--- src/rtl/brk_pkg.sv ---
package brk_pkg;

  typedef enum logic [1:0] {
    SEQ_IDLE  = 2'd0,
    SEQ_DEFER = 2'd1,
    SEQ_PEND  = 2'd2
  } seq_state_t;

  typedef struct packed {
    logic [1:0] master;
    logic [1:0] kind;
    logic [1:0] dir;
    logic [1:0] size;
  } cond_fields_t;

  localparam logic [1:0] SEL_NONE  = 2'b00;
  localparam logic [1:0] SEL_FIRST = 2'b01;
  localparam logic [1:0] SEL_OTHER = 2'b10;
  localparam logic [1:0] SEL_BOTH  = 2'b11;

  // Two-way selector field: FIRST wants flag high, OTHER wants it low.
  function automatic logic field_ok(input logic [1:0] code, input logic flag);
    logic ok;
    case (code)
      SEL_FIRST: ok = flag;
      SEL_OTHER: ok = ~flag;
      SEL_BOTH:  ok = 1'b1;
      default:   ok = 1'b0;
    endcase
    return ok;
  endfunction

  function automatic logic size_ok(input logic [1:0] code, input logic [1:0] size);
    return (code == 2'b00) || (code == size);
  endfunction

endpackage

--- src/rtl/brk_regs.sv ---
module brk_regs #(
  parameter int ADDR_W = 32,
  parameter int REG_W  = 16,
  parameter int SEL_W  = 2
) (
  input  logic              clk,
  input  logic              rst_n,
  input  logic              wr_en,
  input  logic [SEL_W-1:0]  sel,
  input  logic [REG_W-1:0]  wdata,
  output logic [REG_W-1:0]  rdata,
  output logic [ADDR_W-1:0] brk_addr,
  output logic [REG_W-1:0]  cond_q
);

  localparam int NUM_HALVES = ADDR_W / REG_W;

  logic [REG_W-1:0] half_q [NUM_HALVES];
  logic [REG_W-1:0] half_d [NUM_HALVES];
  logic [NUM_HALVES-1:0] half_en;
  logic             cond_en;
  logic [REG_W-1:0] cond_d;

  // Half 0 is the most significant part of the address.
  for (genvar i = 0; i < NUM_HALVES; i++) begin : g_half
    always_comb begin
      half_en[i] = wr_en && (sel == SEL_W'(i));
      half_d[i]  = half_en[i] ? wdata : half_q[i];
    end

    always_ff @(posedge clk or negedge rst_n) begin
      if (!rst_n) begin
        half_q[i] <= '0;
      end else begin
        half_q[i] <= half_d[i];
      end
    end

    assign brk_addr[ADDR_W-1-i*REG_W -: REG_W] = half_q[i];
  end

  always_comb begin
    cond_en = wr_en && (sel == SEL_W'(NUM_HALVES));
    cond_d  = cond_en ? wdata : cond_q;
  end

  always_ff @(posedge clk or negedge rst_n) begin
    if (!rst_n) begin
      cond_q <= '0;
    end else begin
      cond_q <= cond_d;
    end
  end

  always_comb begin
    rdata = '0;
    for (int i = 0; i < NUM_HALVES; i++) begin
      if (sel == SEL_W'(i)) rdata = half_q[i];
    end
    if (sel == SEL_W'(NUM_HALVES)) rdata = cond_q;
  end

endmodule

--- src/rtl/brk_match.sv ---
module brk_match
  import brk_pkg::*;
#(
  parameter int ADDR_W = 32,
  parameter int REG_W  = 16
) (
  input  logic [ADDR_W-1:0] brk_addr,
  input  logic [7:0]        cond_lo,
  input  logic              bus_valid,
  input  logic              bus_cpu,
  input  logic              bus_ifetch,
  input  logic              bus_write,
  input  logic [1:0]        bus_size,
  input  logic [ADDR_W-1:0] bus_addr,
  output logic              hit,
  output logic              cond_void
);

  localparam int NUM_HALVES = ADDR_W / REG_W;

  cond_fields_t          fields;
  logic [NUM_HALVES-1:0] half_eq;
  logic                  addr_eq;
  logic                  master_ok;
  logic                  kind_ok;
  logic                  dir_ok;
  logic                  sz_ok;

  assign fields = cond_fields_t'(cond_lo);

  for (genvar i = 0; i < NUM_HALVES; i++) begin : g_cmp
    assign half_eq[i] = (bus_addr[i*REG_W +: REG_W] == brk_addr[i*REG_W +: REG_W]);
  end

  always_comb begin
    addr_eq   = &half_eq;
    master_ok = field_ok(fields.master, bus_cpu);
    kind_ok   = field_ok(fields.kind, bus_ifetch);
    dir_ok    = field_ok(fields.dir, ~bus_write);
    sz_ok     = size_ok(fields.size, bus_size);
    // Fetches are reads only, so a fetch-with-write condition is void.
    cond_void = (fields.kind == SEL_FIRST) && (fields.dir == SEL_OTHER);
    hit       = bus_valid && addr_eq && master_ok && kind_ok && dir_ok
                && sz_ok && !cond_void;
  end

endmodule

--- src/rtl/brk_seq.sv ---
module brk_seq
  import brk_pkg::*;
#(
  parameter int ADDR_W = 32
) (
  input  logic              clk,
  input  logic              rst_n,
  input  logic              hit,
  input  logic [ADDR_W-1:0] bus_addr,
  input  logic              addr_err,
  input  logic              brk_ack,
  output logic              brk_req,
  output logic [ADDR_W-1:0] saved_pc,
  output logic              busy,
  output logic              pend
);

  seq_state_t        state_q, state_d;
  logic              req_d;
  logic              pc_en;
  logic [ADDR_W-1:0] pc_d;

  always_comb begin
    state_d = state_q;
    req_d   = 1'b0;
    pc_en   = 1'b0;
    case (state_q)
      SEQ_IDLE: begin
        if (hit) begin
          pc_en = 1'b1;
          if (addr_err) begin
            state_d = SEQ_DEFER;
          end else begin
            state_d = SEQ_PEND;
            req_d   = 1'b1;
          end
        end
      end
      SEQ_DEFER: begin
        if (!addr_err) begin
          state_d = SEQ_PEND;
          req_d   = 1'b1;
        end
      end
      SEQ_PEND: begin
        if (brk_ack) state_d = SEQ_IDLE;
      end
      default: state_d = SEQ_IDLE;
    endcase
    pc_d = pc_en ? bus_addr : saved_pc;
  end

  always_ff @(posedge clk or negedge rst_n) begin
    if (!rst_n) begin
      state_q  <= SEQ_IDLE;
      brk_req  <= 1'b0;
      saved_pc <= '0;
    end else begin
      state_q  <= state_d;
      brk_req  <= req_d;
      saved_pc <= pc_d;
    end
  end

  assign busy = (state_q != SEQ_IDLE);
  assign pend = (state_q == SEQ_PEND);

endmodule

--- src/rtl/brk_fetch_unit.sv ---
module brk_fetch_unit #(
  parameter int ADDR_W = 32,
  parameter int REG_W  = 16,
  parameter int SEL_W  = $clog2(ADDR_W / REG_W + 1)
) (
  input  logic              clk,
  input  logic              rst_n,
  input  logic              reg_wr_en,
  input  logic [SEL_W-1:0]  reg_sel,
  input  logic [REG_W-1:0]  reg_wdata,
  output logic [REG_W-1:0]  reg_rdata,
  input  logic              bus_valid,
  input  logic              bus_cpu,
  input  logic              bus_ifetch,
  input  logic              bus_write,
  input  logic [1:0]        bus_size,
  input  logic [ADDR_W-1:0] bus_addr,
  input  logic              addr_err,
  input  logic              brk_ack,
  output logic              brk_req,
  output logic [ADDR_W-1:0] saved_pc
);

  logic [1:0]        rst_pipe;
  logic              rst_sync_n;
  logic [ADDR_W-1:0] brk_addr;
  logic [REG_W-1:0]  cond_q;
  logic              hit;
  logic              cond_void;
  logic              seq_busy;
  logic              seq_pend;

  // Asynchronous assertion, synchronous release.
  always_ff @(posedge clk or negedge rst_n) begin
    if (!rst_n) begin
      rst_pipe <= 2'b00;
    end else begin
      rst_pipe <= {rst_pipe[0], 1'b1};
    end
  end
  assign rst_sync_n = rst_pipe[1];

  brk_regs #(.ADDR_W(ADDR_W), .REG_W(REG_W), .SEL_W(SEL_W)) u_regs (
    .clk      (clk),
    .rst_n    (rst_sync_n),
    .wr_en    (reg_wr_en),
    .sel      (reg_sel),
    .wdata    (reg_wdata),
    .rdata    (reg_rdata),
    .brk_addr (brk_addr),
    .cond_q   (cond_q)
  );

  brk_match #(.ADDR_W(ADDR_W), .REG_W(REG_W)) u_match (
    .brk_addr   (brk_addr),
    .cond_lo    (cond_q[7:0]),
    .bus_valid  (bus_valid),
    .bus_cpu    (bus_cpu),
    .bus_ifetch (bus_ifetch),
    .bus_write  (bus_write),
    .bus_size   (bus_size),
    .bus_addr   (bus_addr),
    .hit        (hit),
    .cond_void  (cond_void)
  );

  brk_seq #(.ADDR_W(ADDR_W)) u_seq (
    .clk      (clk),
    .rst_n    (rst_sync_n),
    .hit      (hit),
    .bus_addr (bus_addr),
    .addr_err (addr_err),
    .brk_ack  (brk_ack),
    .brk_req  (brk_req),
    .saved_pc (saved_pc),
    .busy     (seq_busy),
    .pend     (seq_pend)
  );

endmodule

--- config.mk ---
export PLATFORM = sky130hd
export DESIGN_NAME = brk_fetch_unit
export DESIGN_NICKNAME = d
export VERILOG_FILES = /design/src/rtl/brk_pkg.sv /design/src/rtl/brk_regs.sv /design/src/rtl/brk_match.sv /design/src/rtl/brk_seq.sv /design/src/rtl/brk_fetch_unit.sv
export SDC_FILE = /design/constraint.sdc
export NUM_CORES = 1
export LEC_CHECK = 0
export BUFFER_PORTS_ARGS = -buffer_cell sky130_fd_sc_hd__buf_2
export CAP_MARGIN = 40
export CELL_PAD_IN_SITES_DETAIL_PLACEMENT = 0
export CELL_PAD_IN_SITES_GLOBAL_PLACEMENT = 1
export CORE_MARGIN = 4
export CORE_UTILIZATION = 42
export DETAILED_ROUTE_END_ITERATION = 10
export PLACE_DENSITY_LB_ADDON = 0.08
export SETUP_SLACK_MARGIN = 0.2
export SYNTH_ARGS = -nofsm -noshare
export SYNTH_HDL_FRONTEND = slang
export SYNTH_SLANG_ARGS = --single-unit
--- constraint.sdc ---
create_clock -name clk -period 2.9 [get_ports clk]
set_input_delay 0.435 -clock clk [delete_from_list [all_inputs] [get_ports clk]]
set_output_delay 0.435 -clock clk [all_outputs]
set_load 0.03 [all_outputs]
Word-level counts from Yosys, hierarchy flattened

Cells that the tools add are included.

Add/subtract/negate cells: 0
Multiply operators: 0
Divide/modulo/power cells: 0
Order comparisons: 0
Equality and inequality tests: 19
Shifts and indexed selects: 0
Multiplexer cells: 16
Bitwise gates (word level): 3
Reduce and logical (&&, ||, !) cells: 17

Operator list:

| cell                                           | count |
|---|---|
| two-way mux 16 bit                             | 3 |
| == test 16 bit                                 | 2 |
| == test 2 bit (second input constant)          | 8 |
| == test 2 x 1 -> 1 bit (second input constant) | 5 |
| logical AND 1 bit                              | 10 |
| one-hot mux 1 bit (3 select lines)             | 3 |
| two-way mux 2 bit                              | 4 |
| logical NOT 2 bit                              | 3 |
| != test 2 bit (second input constant)          | 3 |
| one-hot mux 2 bit (3 select lines)             | 1 |
| two-way mux 1 bit                              | 4 |
| NOT 1 bit                                      | 3 |
| AND reduction 3 bit                            | 1 |
| == test 2 bit                                  | 1 |
| one-hot mux 1 bit (2 select lines)             | 1 |
| AND reduction 2 bit                            | 1 |
| logical NOT 1 bit                              | 1 |
| logical OR 1 bit                               | 1 |

Bits in registers: 85
Latch bits: 0
Memory bits (writable): 0
Memory bits (read-only): 0
Input bits: 61
Memories kept: 0

Logic depth before layout (Yosys ltp)

Gate-level depths: netlist of the first run.

Depth after elaboration: 10
Mapped depth: 6
Mapped depth without buffers: 5

Hierarchy

From an unflattened synthesis of the first run, not the netlist that was laid out.

Cells, all modules: 280
Area, all modules: 3993.8 µm²

By module, submodules not included:

| module         | times used | cells each | area each (µm²) | seq. area each (µm²) |
|---|---|---|---|---|
| brk_regs       | 1          | 141        | 2165.8          | 1201.2 |
| brk_seq        | 1          | 79         | 1332.5          | 875.8 |
| brk_match      | 1          | 57         | 441.7           | 0.0 |
| brk_fetch_unit | 1          | 3          | 53.8            | 50.0 |

Worst setup path after synthesis of the first run

OpenSTA, ideal clock, no wires.

Kind: in2out
Start point: in reg_sel[1]
End point: out reg_rdata[10]
Arrival time: 1957 ps
Required time: 2465 ps
Setup slack: 508 ps
Stages: 4
Path buffers: 2
Cells stage by stage: buf_2 -> buf_1 -> mux2i_1 -> o21ai_0

Word-level cells in the longest chain between the ends: 4
Elaborated cells on any way between the ends: 6
Those cells by class: eq/ne (2); mux (3); reduce/logical (1)

RTL lines:

| element                          | line                 | text |
|---|---|---|
| from (decl)                      | brk_fetch_unit.sv:9  | `input logic [SEL_W-1:0] reg_sel,` |
| logical NOT 2 bit                | brk_regs.sv:58       | `if (sel == SEL_W'(i)) rdata = half_q[i];` |
| two-way mux 16 bit (2 in series) | brk_regs.sv:58       |  |
| two-way mux 16 bit (*)           | brk_regs.sv:60       | `if (sel == SEL_W'(NUM_HALVES)) rdata = cond_q;` |
| to (decl)                        | brk_fetch_unit.sv:11 | `output logic [REG_W-1:0] reg_rdata,` |

Every way passes the cells marked *; elsewhere a longest branch is shown, timed or not.

Worst setup path after layout of the first run

Start point: in reg_sel[1]
End point: out reg_rdata[15]

The elaborated chain is that of the path after synthesis.

==> impl_results.html, run 1 <==
<table>
<tr><th>Metric</th><th>Value</th></tr>
<tr><th colspan="2">Run status</th></tr>
<tr><td>Run status</td><td>complete, no violations</td></tr>
<tr><th colspan="2">Clock network</th></tr>
<tr><td>Number of hold buffers added after cts</td><td>1</td></tr>
<tr><td>Clock latency on the worst-skew pair</td><td>~0.35 ns</td></tr>
<tr><td>Count of buffers added by post-CTS timing repair for setup</td><td>0</td></tr>
<tr><td>Number of sinks driven by the clock tree</td><td>85</td></tr>
<tr><td>CTS tree</td><td>yes</td></tr>
<tr><td>Root buffer cell</td><td>clkbuf_8</td></tr>
<tr><td>Worst-case clock buffer depth</td><td>2</td></tr>
<tr><td>Maximum level of the CTS H-tree</td><td>3</td></tr>
<tr><td>Resized Gates After CTS</td><td>0</td></tr>
<tr><td>CTS clk-pin slew, worst paths</td><td>roughly 0.080 ns</td></tr>
<tr><td>Number of buffers added by the clock tree synthesis step</td><td>9</td></tr>
<tr><th colspan="2">GRT</th></tr>
<tr><td>Global Route Usage Sum</td><td>18.1%</td></tr>
<tr><td>Antenna violations before repair</td><td>0</td></tr>
<tr><td>Wire length of the first global-routing pass</td><td>about 16 mm</td></tr>
<tr><td>Largest net degree at the start of global routing</td><td>62</td></tr>
<tr><td>Vias in the first global route</td><td>roughly 2900</td></tr>
<tr><td>Overflow left after global routing</td><td>0</td></tr>
<tr><th colspan="2">STA</th></tr>
<tr><td>Highest clock frequency the design can meet</td><td>between 400 and 500 MHz</td></tr>
<tr><td>Hold Violations, Final</td><td>0</td></tr>
<tr><td>Final critical-path share of the clock period</td><td>between 80% and 90%</td></tr>
<tr><td>Rel. slew slack</td><td>a little under 50%</td></tr>
<tr><td>Shortest period the worst path allows</td><td>~2.4 ns</td></tr>
<tr><td>Worst path setup slack after routing</td><td>0.548 ns</td></tr>
<tr><td>Setup repair after global routing missed its margin</td><td>no</td></tr>
<tr><td>Layout Skew</td><td>around 0.013 ns</td></tr>
<tr><td>Finish-stage setup viols</td><td>0</td></tr>
<tr><td>Number of pins exceeding their max-slew limit in the final report</td><td>0</td></tr>
<tr><td>Final TNS setup</td><td>0 ns</td></tr>
<tr><td>Transition at the pin with the smallest max-transition slack</td><td>0.758 ns</td></tr>
<tr><th colspan="2">Synthesis</th></tr>
<tr><td>Share of Yosys cell area claimed by the top area cell type</td><td>52.4%</td></tr>
<tr><td>Yosys Warn Count</td><td>0</td></tr>
<tr><td>Yosys reg bits</td><td>85</td></tr>
<tr><td>Cell area after synthesis</td><td>4060 µm²</td></tr>
<tr><td>Register area share after synthesis</td><td>52.4%</td></tr>
<tr><td>Average footprint of a synthesized cell</td><td>between 10 and 15 µm²</td></tr>
<tr><td>Total nets after synthesis</td><td>356</td></tr>
<tr><td>Number of instances in the synthesized netlist</td><td>a little under 300</td></tr>
<tr><td>Area contributors post-synth</td><td>dfrtp_1 52%, mux2_2 14%, mux2_4 11%</td></tr>
<tr><td>Library cells used by synthesis</td><td>28</td></tr>
<tr><td>Top cell type by total area after synthesis</td><td>dfrtp_1</td></tr>
<tr><th colspan="2">Final layout</th></tr>
<tr><td>Synthesis-to-layout area growth</td><td>24.3%</td></tr>
<tr><td>Post-route cell area</td><td>between 5000 and 6000 µm²</td></tr>
<tr><td>Most frequent cells in the layout</td><td>109 x buf_2, 84 x dfrtp_1, 51 x mux2_2, 31 x xnor2_1, 30 x mux2_4</td></tr>
<tr><td>Share of post-route cells with drive strength above 1</td><td>a little over half</td></tr>
<tr><td>Antenna diode count</td><td>0</td></tr>
<tr><td>Net total in the final layout</td><td>477</td></tr>
<tr><td>Most frequent standard cell in the layout excluding fill and tap cells</td><td>buf_2</td></tr>
<tr><th colspan="2">Setup path</th></tr>
<tr><td>Largest stage delay on the critical path</td><td>0.51 ns</td></tr>
<tr><td>Critical Path Sink Type</td><td>output port</td></tr>
<tr><td>Cells on worst reg2reg path</td><td>6</td></tr>
<tr><td>Cell family with most CP delay</td><td>buffers and inverters</td></tr>
<tr><td>Critical Path AT</td><td>about 1.9 ns</td></tr>
<tr><td>Cells along the critical path</td><td>buf_2 -&gt; nor2b_1 -&gt; buf_4 -&gt; nand2_1 -&gt; o21ai_0 -&gt; buf_2</td></tr>
<tr><td>Critical path type</td><td>input pin to output port</td></tr>
<tr><td>Critical path buffers and inverters</td><td>3</td></tr>
<tr><td>Reg2Reg Capture Point</td><td>u_seq.saved_pc[8]$_DFFE_PN0P_</td></tr>
<tr><td>Most frequent cell on the critical path</td><td>buf_2</td></tr>
<tr><td>Critical path peak fanout</td><td>13</td></tr>
<tr><td>R2r setup slk</td><td>around 0.65 ns</td></tr>
<tr><td>Kind of start point of the critical path</td><td>input pin</td></tr>
<tr><td>FF-to-FF Start</td><td>u_regs.brk_addr[14]$_DFFE_PN0P_</td></tr>
<tr><td>Critical path's slowest cell</td><td>nor2b_1</td></tr>
<tr><td>Critical path data required time</td><td>~2.5 ns</td></tr>
<tr><th colspan="2">Min path</th></tr>
<tr><td>Min-delay worst type</td><td>flip-flop to async pin</td></tr>
<tr><th colspan="2">Route</th></tr>
<tr><td>Per-cell via count in the routed design</td><td>4.92</td></tr>
<tr><td>First-pass DRT Iterations</td><td>4</td></tr>
<tr><td>Antenna-violating nets left</td><td>0</td></tr>
<tr><td>Average wire length per cell after detail routing</td><td>about 18 µm</td></tr>
<tr><td>Total via count after detailed routing</td><td>2704</td></tr>
<tr><td>Drc violations</td><td>0</td></tr>
<tr><td>Violation count after the first detailed-routing iteration</td><td>86</td></tr>
<tr><td>WL final</td><td>approximately 10 mm</td></tr>
<tr><th colspan="2">Place</th></tr>
<tr><td>Number of port buffers</td><td>109</td></tr>
<tr><td>Placed standard-cell area</td><td>approximately 4800 µm²</td></tr>
<tr><td>Final HPWL DP</td><td>7.41 mm</td></tr>
<tr><td>Placement Setup Slack</td><td>~0.47 ns</td></tr>
<tr><td>Global placer's final weighted congestion</td><td>between 0.7 and 0.8</td></tr>
<tr><th colspan="2">Run</th></tr>
<tr><td>Maximum Capacitance Violations</td><td>0</td></tr>
<tr><th colspan="2">Pwr</th></tr>
<tr><td>Maximum vdd drop</td><td>between 200 and 300 µV</td></tr>
<tr><td>Overall power consumption</td><td>between 2 and 3 mW</td></tr>
<tr><td>P_leak</td><td>2.53 nW</td></tr>
<tr><td>Total power density per cell area</td><td>approximately 590 nW/µm²</td></tr>
<tr><th colspan="2">Die</th></tr>
<tr><td>Row count</td><td>35</td></tr>
<tr><td>Area of the core</td><td>between 9000 and 10000 µm²</td></tr>
<tr><td>Initial core utilization</td><td>between 40% and 50%</td></tr>
<tr><td>DIE HEIGHT</td><td>between 100 and 150 µm</td></tr>
<tr><td>Area enclosed by the die boundary</td><td>approximately 11000 µm²</td></tr>
<tr><td>Boundary pin count</td><td>110</td></tr>
<tr><td>Die Span X</td><td>around 110 µm</td></tr>
</table>
[worst max-delay path by stage]
stage / start / end / cells past startpoint
after detailed placement: bus_addr[14] / u_seq.saved_pc[2]$_DFFE_PN0P_ / 7
after global placement: reg_sel[1] / reg_rdata[15] / 6
final: reg_sel[1] / reg_rdata[15] / 6
after global routing: reg_sel[1] / reg_rdata[9] / 6
after floorplan: rst_pipe[1]$_DFF_PN0_ / u_regs.brk_addr[0]$_DFFE_PN0P_ / 0
after CTS: reg_sel[1] / reg_rdata[15] / 6
[registers in the layout (all words and copies together), names as in the netlist]
register / count
u_regs.cond_q: 16
u_seq.state_q: 2
u_seq.saved_pc: 32
rst_pipe: 2
u_seq.brk_req: 1
u_regs.brk_addr: 32
[layout make-up]
type | count | area (µm²)
Clock buffer | 13 | 159
Clock inverter | 3 | 67.6
Fill cell | 849 | 4280
Inverter | 3 | 11.3
Multi-Input combinational cell | 195 | 1850
Sequential cell | 85 | 2130
Tap cell | 129 | 161
Timing Repair Buffer | 122 | 666
[stage by stage]
| stage | utilization [%] | instances | hold WS (ns) |
|---|---|---|---|
| after floorplan | - | 295 | 0.139 |
| after global placement | 51.2 | 532 | 0.220 |
| after detailed placement | 51.5 | 533 | 0.222 |
| after CTS | 54.1 | 550 | 0.247 |
| after global routing | 54.1 | 550 | 0.271 |
| final | 54.1 | 550 | 0.234 |
[cells by family (layout without fill, tap and decap cells)]
| kind of cell | count (synthesis) | in the layout | share of synthesized area [%] |
|---|---|---|---|
| AO/OA/AOI/OAI | 25 | 25 | 3.98 |
| XOR/XNOR | 32 | 32 | 6.91 |
| buffers and inverters | 15 | 141 | 2.07 |
| flip-flops | 85 | 85 | 52.4 |
| multiplexers | 98 | 98 | 29.4 |
| other | 1 | 1 | 0.0924 |
| AND/OR/NAND/NOR | 39 | 39 | 5.12 |
[metal layers]
metal	GRT usage [%]	vias up	routed length, µm
li1	-	1281	-
met1	24.4	1334	4460
met2	29.5	79	4810
met3	3.28	10	481
met4	6.11	0	136
met5	0	-	0
[synthesized netlist by cell type]
cell	number
a2111oi_2	1
a2111oi_4	1
a21oi_1	3
buf_1	1
buf_2	4
buf_6	3
clkbuf_1	4
conb_1	1
dfrtp_1	85
inv_1	3
mux2_2	51
mux2_4	30
mux2i_1	17
nand2_1	18
nand2b_1	3
nand3_1	2
nand3b_1	1
nand4_1	8
nand4_2	1
nor2_1	1
nor2b_1	1
nor3b_2	1
nor4_1	2
o21ai_0	19
o22a_1	1
or2_2	1
xnor2_1	31
xor2_1	1
[where the power goes]
group / leakage [nW] / total, mW / switching [mW] / internal, mW
registers: 1.08 / 1.44 / 0.124 / 1.31
logic: 1.34 / 0.561 / 0.282 / 0.279
clock network: 0.110 / 0.952 / 0.419 / 0.534
total: 2.53 / 2.95 / 0.825 / 2.13
No activity file was read; power rests on OpenSTA's default activity.
==> run 2, diff against run 1 <==
==> constraint.sdc (replaced) <==
create_clock -name clk -period 2.4 [get_ports clk]
set_input_delay 0.36 -clock clk [delete_from_list [all_inputs] [get_ports clk]]
set_output_delay 0.36 -clock clk [all_outputs]
set_load 0.03 [all_outputs]
==> impl_results.html, run 2 (same netlist as run 1, synthesis figures left out) <==
<table>
<tr><th>Metric</th><th>Value</th></tr>
<tr><th colspan="2">Run status</th></tr>
<tr><td>Run status</td><td>complete, no violations</td></tr>
<tr><th colspan="2">Die</th></tr>
<tr><td>Row count</td><td>35</td></tr>
<tr><td>Area of the core</td><td>between 9000 and 10000 µm²</td></tr>
<tr><td>Initial core utilization</td><td>a little over two fifths</td></tr>
<tr><td>Area enclosed by the die boundary</td><td>approximately 11000 µm²</td></tr>
<tr><td>Boundary pin count</td><td>110</td></tr>
<tr><td>Die Span X</td><td>106 µm</td></tr>
<tr><td>DIE HEIGHT</td><td>~110 µm</td></tr>
<tr><th colspan="2">GRT</th></tr>
<tr><td>Largest net degree at the start of global routing</td><td>32</td></tr>
<tr><td>Vias in the first global route</td><td>around 3000</td></tr>
<tr><td>Overflow left after global routing</td><td>0</td></tr>
<tr><td>Wire length of the first global-routing pass</td><td>between 15 and 20 mm</td></tr>
<tr><td>Antenna violations before repair</td><td>0</td></tr>
<tr><td>Global Route Usage Sum</td><td>about a fifth</td></tr>
<tr><th colspan="2">Setup path</th></tr>
<tr><td>Critical path data required time</td><td>2.64 ns</td></tr>
<tr><td>Critical Path Sink Type</td><td>flip-flop</td></tr>
<tr><td>Largest stage delay on the critical path</td><td>between 0.4 and 0.5 ns</td></tr>
<tr><td>Cells along the critical path</td><td>xnor2_1 -&gt; nand4_1 -&gt; a2111oi_4 -&gt; nand4_2 -&gt; buf_4 -&gt; mux2_4</td></tr>
<tr><td>Kind of start point of the critical path</td><td>flip-flop</td></tr>
<tr><td>Critical path's slowest cell</td><td>dfrtp_1</td></tr>
<tr><td>Critical path peak fanout</td><td>17</td></tr>
<tr><td>Critical path type</td><td>flip-flop to flip-flop</td></tr>
<tr><td>Critical Path AT</td><td>roughly 2.3 ns</td></tr>
<tr><th colspan="2">Pwr</th></tr>
<tr><td>Part of the total power dissipated in the clock network</td><td>between 20% and 30%</td></tr>
<tr><td>Combinational group share of total power</td><td>a little over 20%</td></tr>
<tr><td>Net switching power of the design</td><td>between 1 and 1.5 mW</td></tr>
<tr><td>Overall power consumption</td><td>3.37 mW</td></tr>
<tr><td>Total power density per cell area</td><td>~670 nW/µm²</td></tr>
<tr><td>P_leak</td><td>about 2.5 nW</td></tr>
<tr><td>Internal Dissipation</td><td>~2.4 mW</td></tr>
<tr><td>Sequential share of power</td><td>around half</td></tr>
<tr><td>Maximum vdd drop</td><td>327 µV</td></tr>
<tr><td>Switching fraction of total power</td><td>around 30%</td></tr>
<tr><th colspan="2">Final layout</th></tr>
<tr><td>Net total in the final layout</td><td>between 400 and 500</td></tr>
<tr><td>Post-route cell area</td><td>5010 µm²</td></tr>
<tr><td>Most frequent cells in the layout</td><td>109 x buf_2, 84 x dfrtp_1, 51 x mux2_2, 31 x xnor2_1, 30 x mux2_4</td></tr>
<tr><td>Combined area of the multi-input logic cells</td><td>1870 µm²</td></tr>
<tr><td># fillers</td><td>~870</td></tr>
<tr><td>Synthesis-to-layout area growth</td><td>23.5%</td></tr>
<tr><td>Share of post-route cells with drive strength above 1</td><td>a little over half</td></tr>
<tr><td>Register cell area after layout</td><td>2130 µm²</td></tr>
<tr><td>Antenna diode count</td><td>0</td></tr>
<tr><td>Most frequent standard cell in the layout excluding fill and tap cells</td><td>buf_2</td></tr>
<tr><td>Utilization after layout</td><td>~54%</td></tr>
<tr><th colspan="2">STA</th></tr>
<tr><td>Final critical-path share of the clock period</td><td>about 86%</td></tr>
<tr><td>Final TNS setup</td><td>0 ns</td></tr>
<tr><td>Finish-stage setup viols</td><td>0</td></tr>
<tr><td>Post-route worst hold slack</td><td>roughly 0.25 ns</td></tr>
<tr><td>Highest clock frequency the design can meet</td><td>roughly 480 MHz</td></tr>
<tr><td>Hold Violations, Final</td><td>0</td></tr>
<tr><td>Shortest period the worst path allows</td><td>between 2 and 2.5 ns</td></tr>
<tr><td>Number of pins exceeding their max-slew limit in the final report</td><td>0</td></tr>
<tr><td>Setup repair after global routing missed its margin</td><td>yes</td></tr>
<tr><td>Layout Skew</td><td>roughly 0.0091 ns</td></tr>
<tr><th colspan="2">Clock network</th></tr>
<tr><td>Root buffer cell</td><td>clkbuf_8</td></tr>
<tr><td>Number of sinks driven by the clock tree</td><td>85</td></tr>
<tr><td>Maximum level of the CTS H-tree</td><td>3</td></tr>
<tr><td>Number of buffers added by the clock tree synthesis step</td><td>9</td></tr>
<tr><td>Worst-case clock buffer depth</td><td>2</td></tr>
<tr><td>CTS clk-pin slew, worst paths</td><td>~0.09 ns</td></tr>
<tr><td>Clock latency on the worst-skew pair</td><td>about 0.36 ns</td></tr>
<tr><td>CTS tree</td><td>yes</td></tr>
<tr><td>Count of buffers added by post-CTS timing repair for setup</td><td>0</td></tr>
<tr><th colspan="2">Route</th></tr>
<tr><td>First-pass DRT Iterations</td><td>3</td></tr>
<tr><td>Per-cell via count in the routed design</td><td>just under 5</td></tr>
<tr><td>Violation count after the first detailed-routing iteration</td><td>42</td></tr>
<tr><td>WL final</td><td>~10 mm</td></tr>
<tr><td>Total via count after detailed routing</td><td>about 2700</td></tr>
<tr><td>Average wire length per cell after detail routing</td><td>around 18 µm</td></tr>
<tr><td>Drc violations</td><td>0</td></tr>
<tr><td>Antenna-violating nets left</td><td>0</td></tr>
<tr><th colspan="2">Place</th></tr>
<tr><td>Final HPWL DP</td><td>around 7.5 mm</td></tr>
<tr><td>Global placer's final weighted congestion</td><td>approximately 0.77</td></tr>
<tr><td>Placed standard-cell area</td><td>4810 µm²</td></tr>
<tr><td>Number of port buffers</td><td>between 100 and 150</td></tr>
<tr><th colspan="2">Min path</th></tr>
<tr><td>Min-delay worst type</td><td>input pin to flip-flop</td></tr>
<tr><th colspan="2">Run</th></tr>
<tr><td>Maximum Capacitance Violations</td><td>0</td></tr>
</table>
[run 2: cell count changes in the layout (fill, tap and decap cells not counted), moves of 2 or more]
cell	delta
bufinv_16	-2
clkinv_2	+3
o21ai_0	-10
o21ai_1	+10
[run 2: worst max-delay path: cells and delay by family (launching register included)]
family	cells	cell delay, ns
simple gates	2	0.35
xor+xnor	1	0.17
flops	1	0.43
mux	1	0.33
compound gates	1	0.40
buf+inv	1	0.27
[run 2: what timing repair did]
item | CTS | global route
setup endpoints to repair | 30 | 32
hold buffers | 1 | 0
cloned | 0 | 0
endpoints found under the hold margin | 2 | 0
gates resized for setup | 1 | 1
[run 2: power by group through the flow]
stage / clock network, mW / logic [mW] / registers (mW)
2_1_floorplan: 0 / 0.471 / 1.73
3_3_place_gp: 0 / 0.677 / 1.76
3_5_place_dp: 0 / 0.683 / 1.77
4_1_cts: 0.981 / 0.687 / 1.74
5_1_grt: 1.03 / 0.754 / 1.77
6_report: 0.946 / 0.680 / 1.74
[run 2: through the flow]
stage                     instances  worst slack [ns]
final                           551             0.327
after global routing            551             0.167
after CTS                       551             0.257
after detailed placement        534             0.168
after global placement          534             0.108
after floorplan                 295             0.378
[run 2: per-layer routing]
layer | global-route usage (%) | vias up | wire [µm]
li1 | - | 1276 | -
met1 | 24.5 | 1367 | 4530
met2 | 30.9 | 65 | 4910
met3 | 4.68 | 9 | 461
met4 | 4.72 | 0 | 109
met5 | 0 | - | 0
[run 2: final cells by class]
type | count | area share (%)
clock buffer | 12 | 3.09
clock inverter | 4 | 0.449
inverter | 3 | 0.225
multi-input combinational | 195 | 37.2
sequential | 85 | 42.5
tap | 129 | 3.22
timing repair buffer | 123 | 13.3
[run 2: final timing paths]
path	start	end	slack, ns	cells past startpoint
worst min register to register	rst_pipe[1]$_DFF_PN0_	u_seq.saved_pc[4]$_DFFE_PN0P_	0.27	0
worst max register to register	u_regs.brk_addr[2]$_DFFE_PN0P_	u_seq.saved_pc[9]$_DFFE_PN0P_	0.33	6
max in group asynchronous	rst_pipe[1]$_DFF_PN0_	u_regs.brk_addr[5]$_DFFE_PN0P_	1.35	1
worst min-delay path	addr_err	u_seq.state_q[0]$_DFFE_PN0P_	0.25	3
min in group asynchronous	rst_pipe[1]$_DFF_PN0_	u_seq.saved_pc[4]$_DFFE_PN0P_	0.27	0
worst max-delay path	u_regs.brk_addr[2]$_DFFE_PN0P_	u_seq.saved_pc[9]$_DFFE_PN0P_	0.33	6
==> run 3, diff against run 2 <==
--- a/config.mk
+++ b/config.mk
@@ -5,15 +5,16 @@
 export SDC_FILE = /design/constraint.sdc
 export NUM_CORES = 1
 export LEC_CHECK = 0
-export BUFFER_PORTS_ARGS = -buffer_cell sky130_fd_sc_hd__buf_2
 export CAP_MARGIN = 40
 export CELL_PAD_IN_SITES_DETAIL_PLACEMENT = 0
 export CELL_PAD_IN_SITES_GLOBAL_PLACEMENT = 1
 export CORE_MARGIN = 4
-export CORE_UTILIZATION = 42
+export CORE_UTILIZATION = 50
 export DETAILED_ROUTE_END_ITERATION = 10
+export DONT_BUFFER_PORTS = 1
 export PLACE_DENSITY_LB_ADDON = 0.08
 export SETUP_SLACK_MARGIN = 0.2
+export SLEW_MARGIN = 20
 export SYNTH_ARGS = -nofsm -noshare
 export SYNTH_HDL_FRONTEND = slang
 export SYNTH_SLANG_ARGS = --single-unit
==> impl_results.html, run 3 (same netlist as run 1, synthesis figures left out) <==
<table>
<tr><th>Metric</th><th>Value</th></tr>
<tr><th colspan="2">Route</th></tr>
<tr><td>Drc violations</td><td>0</td></tr>
<tr><td>Antenna-violating nets left</td><td>0</td></tr>
<tr><td>Total via count after detailed routing</td><td>~2400</td></tr>
<tr><td>WL final</td><td>9.47 mm</td></tr>
<tr><td>Routed metal-1 wire length</td><td>roughly 4.1 mm</td></tr>
<tr><td>First-pass DRT Iterations</td><td>4</td></tr>
<tr><td>Routed length on met3</td><td>580 µm</td></tr>
<tr><td>Routed wl met2</td><td>4.71 mm</td></tr>
<tr><td>Per-cell via count in the routed design</td><td>5.66</td></tr>
<tr><td>Highest layer used for signal routing</td><td>met4</td></tr>
<tr><td>Violation count after the first detailed-routing iteration</td><td>33</td></tr>
<tr><td>Average wire length per cell after detail routing</td><td>roughly 22 µm</td></tr>
<tr><th colspan="2">Setup path</th></tr>
<tr><td>Largest stage delay on the critical path</td><td>~0.41 ns</td></tr>
<tr><td>Cells along the critical path</td><td>xnor2_1 -&gt; nand4_1 -&gt; a2111oi_4 -&gt; nand4_4 -&gt; buf_4 -&gt; mux2_4</td></tr>
<tr><td>R2r setup slk</td><td>0.32 ns</td></tr>
<tr><td>Critical Path Sink Type</td><td>flip-flop</td></tr>
<tr><td>Critical path data required time</td><td>2.63 ns</td></tr>
<tr><td>Kind of start point of the critical path</td><td>flip-flop</td></tr>
<tr><td>Cells on worst reg2reg path</td><td>6</td></tr>
<tr><td>Reg2Reg Capture Point</td><td>u_seq.saved_pc[19]$_DFFE_PN0P_</td></tr>
<tr><td>Critical path peak fanout</td><td>17</td></tr>
<tr><td>Critical path type</td><td>flip-flop to flip-flop</td></tr>
<tr><td>FF-to-FF Start</td><td>u_regs.brk_addr[1]$_DFFE_PN0P_</td></tr>
<tr><td>Critical Path AT</td><td>between 2 and 2.5 ns</td></tr>
<tr><td>Critical path's slowest cell</td><td>dfrtp_1</td></tr>
<tr><th colspan="2">Final layout</th></tr>
<tr><td>Register cell area after layout</td><td>between 2000 and 2500 µm²</td></tr>
<tr><td>Share of post-route cells with drive strength above 1</td><td>about two fifths</td></tr>
<tr><td>Net total in the final layout</td><td>a little under 400</td></tr>
<tr><td>Final cell count without fillers</td><td>roughly 430</td></tr>
<tr><td># fillers</td><td>about 630</td></tr>
<tr><td>Utilization after layout</td><td>59.0%</td></tr>
<tr><td>Combined area of the multi-input logic cells</td><td>around 1900 µm²</td></tr>
<tr><td>Antenna diode count</td><td>0</td></tr>
<tr><td>Most frequent standard cell in the layout excluding fill and tap cells</td><td>dfrtp_1</td></tr>
<tr><td>Most frequent cells in the layout</td><td>84 x dfrtp_1, 51 x mux2_2, 31 x xnor2_1, 30 x mux2_4, 28 x buf_4</td></tr>
<tr><td>Synthesis-to-layout area growth</td><td>13.6%</td></tr>
<tr><th colspan="2">STA</th></tr>
<tr><td>Number of pins exceeding their max-slew limit in the final report</td><td>0</td></tr>
<tr><td>Final critical-path share of the clock period</td><td>86.6%</td></tr>
<tr><td>Shortest period the worst path allows</td><td>2.08 ns</td></tr>
<tr><td>Highest clock frequency the design can meet</td><td>just under 500 MHz</td></tr>
<tr><td>Layout Skew</td><td>between 0.01 and 0.015 ns</td></tr>
<tr><td>Worst path setup slack after routing</td><td>around 0.32 ns</td></tr>
<tr><td>Finish-stage setup viols</td><td>0</td></tr>
<tr><td>Setup repair after global routing missed its margin</td><td>yes</td></tr>
<tr><td>Final TNS setup</td><td>0 ns</td></tr>
<tr><td>Hold Violations, Final</td><td>0</td></tr>
<tr><th colspan="2">Min path</th></tr>
<tr><td>Hold Path Origin</td><td>addr_err</td></tr>
<tr><td>Worst hold path stage count</td><td>2</td></tr>
<tr><td>Min-delay worst type</td><td>input pin to flip-flop</td></tr>
<tr><td>Destination of the worst hold path</td><td>u_seq.state_q[0]$_DFFE_PN0P_</td></tr>
<tr><th colspan="2">Clock network</th></tr>
<tr><td>Maximum level of the CTS H-tree</td><td>3</td></tr>
<tr><td>Worst-case clock buffer depth</td><td>2</td></tr>
<tr><td>Root buffer cell</td><td>clkbuf_8</td></tr>
<tr><td>CTS tree</td><td>yes</td></tr>
<tr><td>CTS clk-pin slew, worst paths</td><td>roughly 0.09 ns</td></tr>
<tr><td>Number of sinks driven by the clock tree</td><td>between 80 and 90</td></tr>
<tr><td>Number of buffers added by the clock tree synthesis step</td><td>9</td></tr>
<tr><td>Clock latency on the worst-skew pair</td><td>approximately 0.35 ns</td></tr>
<tr><th colspan="2">Pwr</th></tr>
<tr><td>Switching fraction of total power</td><td>about 27%</td></tr>
<tr><td>Total power density per cell area</td><td>around 760 nW/µm²</td></tr>
<tr><td>Net switching power of the design</td><td>~0.95 mW</td></tr>
<tr><td>Internal Dissipation</td><td>about 2.5 mW</td></tr>
<tr><td>Combinational group share of total power</td><td>18.0%</td></tr>
<tr><td>P_leak</td><td>between 2 and 2.5 nW</td></tr>
<tr><td>Maximum vdd drop</td><td>roughly 440 µV</td></tr>
<tr><td>Part of the total power dissipated in the clock network</td><td>between 30% and 40%</td></tr>
<tr><td>Sequential share of power</td><td>between 40 and 50%</td></tr>
<tr><th colspan="2">Die</th></tr>
<tr><td>Initial core utilization</td><td>around 52%</td></tr>
<tr><td>DIE HEIGHT</td><td>just under 100 µm</td></tr>
<tr><td>Area of the core</td><td>between 7000 and 8000 µm²</td></tr>
<tr><td>Die Span X</td><td>between 90 and 100 µm</td></tr>
<tr><td>Row count</td><td>32</td></tr>
<tr><td>Boundary pin count</td><td>110</td></tr>
<tr><td>Area enclosed by the die boundary</td><td>a little under 10000 µm²</td></tr>
<tr><th colspan="2">GRT</th></tr>
<tr><td>Global Route Usage Sum</td><td>slightly above 20%</td></tr>
<tr><td>Antenna violations before repair</td><td>0</td></tr>
<tr><td>Overflow left after global routing</td><td>0</td></tr>
<tr><td>Vias in the first global route</td><td>2688</td></tr>
<tr><td>Largest net degree at the start of global routing</td><td>61</td></tr>
<tr><td>Wire length of the first global-routing pass</td><td>~15 mm</td></tr>
<tr><th colspan="2">Run status</th></tr>
<tr><td>Run status</td><td>complete, no violations</td></tr>
<tr><th colspan="2">Place</th></tr>
<tr><td>Total placed cells including tap cells</td><td>between 400 and 500</td></tr>
<tr><td>Number of port buffers</td><td>0</td></tr>
<tr><td>Final HPWL DP</td><td>between 6 and 7 mm</td></tr>
<tr><td>Global placer's final weighted congestion</td><td>around 0.76</td></tr>
<tr><td>Placement Setup Slack</td><td>~0.27 ns</td></tr>
<tr><th colspan="2">Run</th></tr>
<tr><td>Maximum Capacitance Violations</td><td>0</td></tr>
</table>
[run 3: how the worst max path moves through the flow]
stage,from,endpoint,slack [ns],depth (start not counted)
3_5_place_dp,u_regs.brk_addr[2]$_DFFE_PN0P_,u_seq.saved_pc[29]$_DFFE_PN0P_,0.27,6
3_3_place_gp,u_regs.brk_addr[1]$_DFFE_PN0P_,u_seq.saved_pc[4]$_DFFE_PN0P_,0.30,6
4_1_cts,u_regs.brk_addr[2]$_DFFE_PN0P_,u_seq.saved_pc[19]$_DFFE_PN0P_,0.25,6
2_1_floorplan,reg_sel[1],reg_rdata[10],0.38,4
6_report,u_regs.brk_addr[1]$_DFFE_PN0P_,u_seq.saved_pc[19]$_DFFE_PN0P_,0.32,6
5_1_grt,u_regs.brk_addr[1]$_DFFE_PN0P_,u_seq.saved_pc[16]$_DFFE_PN0P_,0.19,6
[run 3: worst max-delay path, delay by kind of cell, from the launching register on]
family / cells / cell delay (ns)
simple gates: 2 / 0.36
compound gates: 1 / 0.40
flops: 1 / 0.41
mux: 1 / 0.32
xor+xnor: 1 / 0.20
buf+inv: 1 / 0.26
[run 3: through the flow]
| stage | area [µm²] | power (mW) | hold slack, ns |
|---|---|---|---|
| finish | 4610 | 3.49 | 0.134 |
| global route | 4610 | 3.64 | 0.121 |
| CTS | 4560 | 3.51 | 0.120 |
| detailed placement | 4330 | 2.39 | 0.0645 |
| global placement | 4330 | 2.37 | 0.0645 |
| floorplan | 4060 | 2.20 | 0.0644 |
[run 3: cell type report]
cell class	instances	area share (%)
multi-input combinational	195	40.7
inverter	3	0.244
timing repair buffer	30	5.21
clock buffer	10	2.99
sequential	85	46.2
tap	102	2.77
clock inverter	6	1.87
[run 3: what timing repair did]
item,4_1_cts,5_1_grt
hold buffers,1,0
buffers inserted,0,1
endpoints found under the hold margin,2,0
gates resized for setup,0,2
setup endpoints to repair,0,32
[run 3: metal layers]
metal	GRT usage [%]	vias to the layer above
met2	33.6	70
met4	5.86	0
li1	-	1096
met5	0	-
met1	25.6	1264
met3	5.93	10
[run 3: power by group through the flow]
stage / clock network (mW) / logic [mW] / registers (mW)
2_1_floorplan: 0 / 0.471 / 1.73
3_3_place_gp: 0 / 0.602 / 1.77
3_5_place_dp: 0 / 0.610 / 1.78
4_1_cts: 1.15 / 0.616 / 1.75
5_1_grt: 1.20 / 0.680 / 1.76
6_report: 1.13 / 0.628 / 1.73
